--- src/rtl/seg_dac_pkg.sv ---
package seg_dac_pkg;
   // default split of the sample word into its three segments
   localparam int unsigned DEF_DATA_W = 18;
   localparam int unsigned DEF_TAP_W  = 9;
   localparam int unsigned DEF_PWM_W  = 3;
   localparam int unsigned DEF_TRIM_W = DEF_DATA_W - DEF_TAP_W - DEF_PWM_W;
endpackage

--- src/rtl/seg_dac_split.sv ---
// Two's-complement to offset-binary conversion (sign inversion).
module seg_dac_split #(
   parameter int unsigned DATA_W = seg_dac_pkg::DEF_DATA_W
) (
   input  logic [DATA_W-1:0] smp_twos,
   output logic [DATA_W-1:0] smp_ofs
);
   always_comb begin
      smp_ofs             = smp_twos;
      smp_ofs[DATA_W-1]   = ~smp_twos[DATA_W-1];
   end
endmodule

--- src/rtl/seg_dac_frame.sv ---
// Slot counter that defines the PWM frame.
module seg_dac_frame #(
   parameter int unsigned PWM_W = seg_dac_pkg::DEF_PWM_W
) (
   input  logic             clk,
   input  logic             rst_n,
   output logic [PWM_W-1:0] slot,
   output logic             frame_last
);
   localparam logic [PWM_W-1:0] SLOT_END = {PWM_W{1'b1}};

   always_ff @(posedge clk or negedge rst_n) begin
      if (!rst_n) slot <= '0;
      else        slot <= slot + 1'b1;
   end

   assign frame_last = (slot == SLOT_END);
endmodule

--- src/rtl/seg_dac_pwm.sv ---
// Leading-edge PWM: the upper potential for the first 'duty' slots.
module seg_dac_pwm #(
   parameter int unsigned PWM_W = seg_dac_pkg::DEF_PWM_W
) (
   input  logic [PWM_W-1:0] slot,
   input  logic [PWM_W-1:0] duty,
   output logic             sel_upper
);
   assign sel_upper = (slot < duty);
endmodule

--- src/rtl/seg_dac_ctrl.sv ---
module seg_dac_ctrl #(
   parameter int unsigned DATA_W = seg_dac_pkg::DEF_DATA_W,
   parameter int unsigned TAP_W  = seg_dac_pkg::DEF_TAP_W,
   parameter int unsigned PWM_W  = seg_dac_pkg::DEF_PWM_W,
   parameter int unsigned TRIM_W = DATA_W - TAP_W - PWM_W
) (
   input  logic              clk,
   input  logic              rst_n,
   input  logic              init_hold,
   input  logic              smp_stb,
   input  logic [DATA_W-1:0] smp_data,
   output logic [TAP_W-1:0]  tap_idx,
   output logic              sel_upper,
   output logic [TRIM_W-1:0] trim_hi,
   output logic [TRIM_W-1:0] trim_lo
);
   localparam logic [DATA_W-1:0] MID_CODE = {1'b1, {(DATA_W-1){1'b0}}};

   // elaboration-time parameter checks
   if (TAP_W + PWM_W + TRIM_W != DATA_W) begin : g_bad_split
      $error("seg_dac_ctrl: segment widths must add up to DATA_W");
   end
   if (TAP_W < 1 || PWM_W < 1 || TRIM_W < 1) begin : g_bad_width
      $error("seg_dac_ctrl: every segment needs at least one bit");
   end

   logic [DATA_W-1:0] ofs_code;
   logic [DATA_W-1:0] pend_code;
   logic [DATA_W-1:0] act_code;
   logic [PWM_W-1:0]  slot;
   logic              frame_last;

   seg_dac_split #(.DATA_W(DATA_W)) u_split (
      .smp_twos (smp_data),
      .smp_ofs  (ofs_code)
   );

   seg_dac_frame #(.PWM_W(PWM_W)) u_frame (
      .clk        (clk),
      .rst_n      (rst_n),
      .slot       (slot),
      .frame_last (frame_last)
   );

   // pending sample and frame-aligned active code
   always_ff @(posedge clk or negedge rst_n) begin
      if (!rst_n) begin
         pend_code <= MID_CODE;
         act_code  <= MID_CODE;
      end else if (init_hold) begin
         pend_code <= MID_CODE;
         act_code  <= MID_CODE;
      end else begin
         if (smp_stb)    pend_code <= ofs_code;
         if (frame_last) act_code  <= pend_code;
      end
   end

   assign tap_idx = act_code[DATA_W-1 -: TAP_W];
   assign trim_lo = act_code[TRIM_W-1:0];

   seg_dac_pwm #(.PWM_W(PWM_W)) u_pwm (
      .slot      (slot),
      .duty      (act_code[TRIM_W +: PWM_W]),
      .sel_upper (sel_upper)
   );

   // complementary trim: (2^TRIM_W - 1) - x is the bitwise inverse of x
   for (genvar b = 0; b < TRIM_W; b++) begin : g_trim
      assign trim_hi[b] = ~act_code[b];
   end
endmodule

--- config.mk ---
export PLATFORM = sky130hd
export DESIGN_NAME = seg_dac_ctrl
export DESIGN_NICKNAME = d
export VERILOG_FILES = /design/src/rtl/seg_dac_pkg.sv /design/src/rtl/seg_dac_split.sv /design/src/rtl/seg_dac_frame.sv /design/src/rtl/seg_dac_pwm.sv /design/src/rtl/seg_dac_ctrl.sv
export SDC_FILE = /design/constraint.sdc
export NUM_CORES = 1
export LEC_CHECK = 0
export CORE_ASPECT_RATIO = 1.5
export CORE_MARGIN = 2
export CORE_UTILIZATION = 40
export DETAILED_ROUTE_END_ITERATION = 10
export PLACE_DENSITY = 0.7
export SLEW_MARGIN = 40
export SYNTH_ARGS = -nofsm -noshare
export SYNTH_HDL_FRONTEND = slang
export SYNTH_SLANG_ARGS = --single-unit
--- constraint.sdc ---
create_clock -name clk -period 1.4 [get_ports clk]
set_clock_uncertainty 0.15 [all_clocks]
set_input_delay 0.28 -clock clk [delete_from_list [all_inputs] [get_ports clk]]
set_output_delay 0.28 -clock clk [all_outputs]
set_load 0.01 [all_outputs]
==> results.sh <==
export IMPL_run_status="finished, violations left"
export IMPL_violations="negative setup slack"
export IMPL_crit_start="act_code[8]$_DFFE_PN0P_"
export IMPL_switching_share_pct=20.8
export IMPL_synth_avg_cell_area_um2=11.8
export IMPL_grt_pass1_vias=1238
export IMPL_end_kind="primary output"
export IMPL_crit_type="reg -> out"
export IMPL_wl_per_cell_um=14.2
export IMPL_fp_row_count=29
export IMPL_h_tree_depth=2
export IMPL_synth_area_leader_cell="dfrtp_1"
export IMPL_yosys_top_cells_area="dfrtp_1, mux2i_1, nor2_1, buf_4, dfstp_2"
export IMPL_dieArea_um2=5010
export IMPL_ys_ff_latch=39
export IMPL_dp_hpwl_mm=2.36
export IMPL_cts_buffers=5
export IMPL_tns_ns=-1.83
export IMPL_layout_nets=226
export IMPL_power_switching_mw=0.494
export IMPL_netlist_instances=151
export IMPL_met1_usage_pct=19.9
export IMPL_routabilityCongestion=0.679
export IMPL_viasPerCell=4.83
export IMPL_start_kind="flip-flop"
export IMPL_hold_viol_final=0
export IMPL_use_met3_pct=4.37
export IMPL_total_leakage_power_nw=1.15
export IMPL_grt_usage_pct=15.7
export IMPL_cts_tree="built"
export IMPL_setup_violations_final=19
export IMPL_placed_cell_area_um2=2210
export IMPL_syn_area_um2=1780
export IMPL_path_clk_slew_ns=0.08
export IMPL_start_util_pct=41.9
export IMPL_cts_max_path_buffers=2
export IMPL_max_cap_violations=0
export IMPL_pwr_share_clk_pct=39.8
export IMPL_ys_warn_count=0
export IMPL_clock_sinks=39
export IMPL_finalCriticalPeriod_ns=1.80
export IMPL_syn2layout_area_growth_pct=39.3
export IMPL_seq_area_frac_synth_pct=55.0
export IMPL_busiest_layer="met2"
export IMPL_drtPass1Iterations=4
export IMPL_synthDistinctLibCells=17
export IMPL_antenna_cells=0
export IMPL_antenna_found_initial=0
export IMPL_combPwrFrac_pct=9.9
export IMPL_pwr_share_seq_pct=50.2
export IMPL_slew_headroom_pct=74.8
export IMPL_rr_startpoint="u_frame.slot[1]$_DFF_PN0_"
export IMPL_drtAntennaViolNets=0
export IMPL_max_slew_worst_pin_slew_ns=0.378
export IMPL_ctsRootBufferMaster="clkbuf_8"
export IMPL_rsz0062_at_grt="yes"
export IMPL_totalWireLength_mm=3.51
export IMPL_cp_max_fo=2
export IMPL_drt_iter0_markers=24
export IMPL_fin_ws_ns=-0.403
export IMPL_worstPathRequired_ns=0.97
export IMPL_min_path_type="in -> async"
export IMPL_grt_first_pass_wirelength_mm=5.88
export IMPL_finalPower_mw=2.37
export IMPL_fp_dieW_um=58.4
export IMPL_drive_gt1_share_pct=24.4
export IMPL_fmax_ghz=0.555
export IMPL_crit_arrival_ns=1.37
export IMPL_num_io_pins=44
export IMPL_final_common_cell="dfrtp_1"
export IMPL_fin_crit_sh_pct=129
export IMPL_holdWs_ns=0.287
export IMPL_synth_top_area_share_pct=52.1
export IMPL_die_h_um=85.7
export IMPL_p_int_mw=1.88
export IMPL_grt_overflow=0
export IMPL_most_common_layout_cells="dfrtp_1, mux2i_1, nor2_1"
export IMPL_peakVddDrop_v=0.000829
export IMPL_grt_use_met2_pct=25.4
export IMPL_io_buffers=43
export IMPL_synth_nets=177
export IMPL_power_density_nw_per_um2=957
export IMPL_grt_max_degree=19
export IMPL_clk_latency_ns=0.29
export IMPL_place_ws_ns=-0.519
export IMPL_drc=0
export IMPL_fin_area_um2=2480
export IMPL_core_area_um2=4250
export IMPL_route_vias_total=1193
export IMPL_slew_violations=0
## stage by stage
stage,utilization [%],cells
2_1_floorplan,-,151
3_5_place_dp,52.0,228
4_1_cts,57.6,245
3_3_place_gp,52.0,228
5_1_grt,58.4,247
6_report,58.4,247
## flip-flops by register name (all words and copies together), names as in the netlist
signal	cells
pend_code	18
u_frame.slot	3
act_code	18
## routing by layer
metal | vias to the layer above | part of all wire [%]
met3 | 6 | 5.2
met2 | 31 | 52
li1 | 566 | -
met5 | - | 0
met1 | 590 | 41
met4 | 0 | 1.6
## cell usage after synthesis
cell and number:
nor2b_1 1, buf_12 2, a211o_1 1, dfrtp_1 37
nand2_1 1, buf_6 2, dfstp_2 2, ha_1 4
a31oi_1 1, buf_2 4, inv_1 9, or2_0 1
nand2b_1 1, mux2i_1 34, buf_4 15, nor2_1 34
a21o_1 2
## final cells by class
cell class | count | area (um^2)
tap | 46 | 57.6
fill | 380 | 1770
clock buffer | 6 | 82.6
multi-input combinational | 80 | 614
inverter | 9 | 33.8
sequential | 39 | 978
timing repair buffer | 65 | 676
clock inverter | 2 | 35.0
## cell families after synthesis
logic type | after synthesis | synth area share (%)
fa+ha+maj | 4 | 2.82
flops | 39 | 55.0
buf+inv | 32 | 12.9
mux | 34 | 19.1
simple gates | 38 | 8.45
compound gates | 4 | 1.69
## critical path, stage by stage, from the launching register on
cell	delay (ns)
dfrtp_1	0.39
inv_2	0.07
ha_4	0.20
a21o_1	0.16
a31oi_2	0.12
buf_2	0.15
## final timing paths
| path | cells after the start | slack [ns] | end |
|---|---|---|---|
| setup reg to reg | 5 | -0.10 | act_code[17]$_DFFE_PN1P_ |
| hold reg to reg | 2 | 0.38 | act_code[3]$_DFFE_PN0P_ |
| setup / recovery | 5 | -0.40 | sel_upper |
| hold / removal | 2 | 0.29 | act_code[14]$_DFFE_PN0P_ |
| max in group asynchronous | 3 | 0.37 | act_code[2]$_DFFE_PN0P_ |
| min in group clk | 2 | 0.38 | act_code[3]$_DFFE_PN0P_ |
## what timing repair did
item / CTS / global route
buffers inserted: 7 / 3
gates resized for setup: 58 / 19
hold endpoints to repair: 12 / 0
cloned: 2 / 0
endpoints found under the setup margin: 40 / 34
hold buffers: 1 / 0
pin swaps: 3 / 4
## power by group through the flow
stage	logic, mW	clock network, mW	registers [mW]
after floorplan	0.114	0	1.21
after global placement	0.231	0	1.21
after detailed placement	0.239	0	1.21
after CTS	0.236	0.969	1.19
after global routing	0.261	1.02	1.19
final	0.236	0.945	1.19
Power figures use the tool's default switching activity.
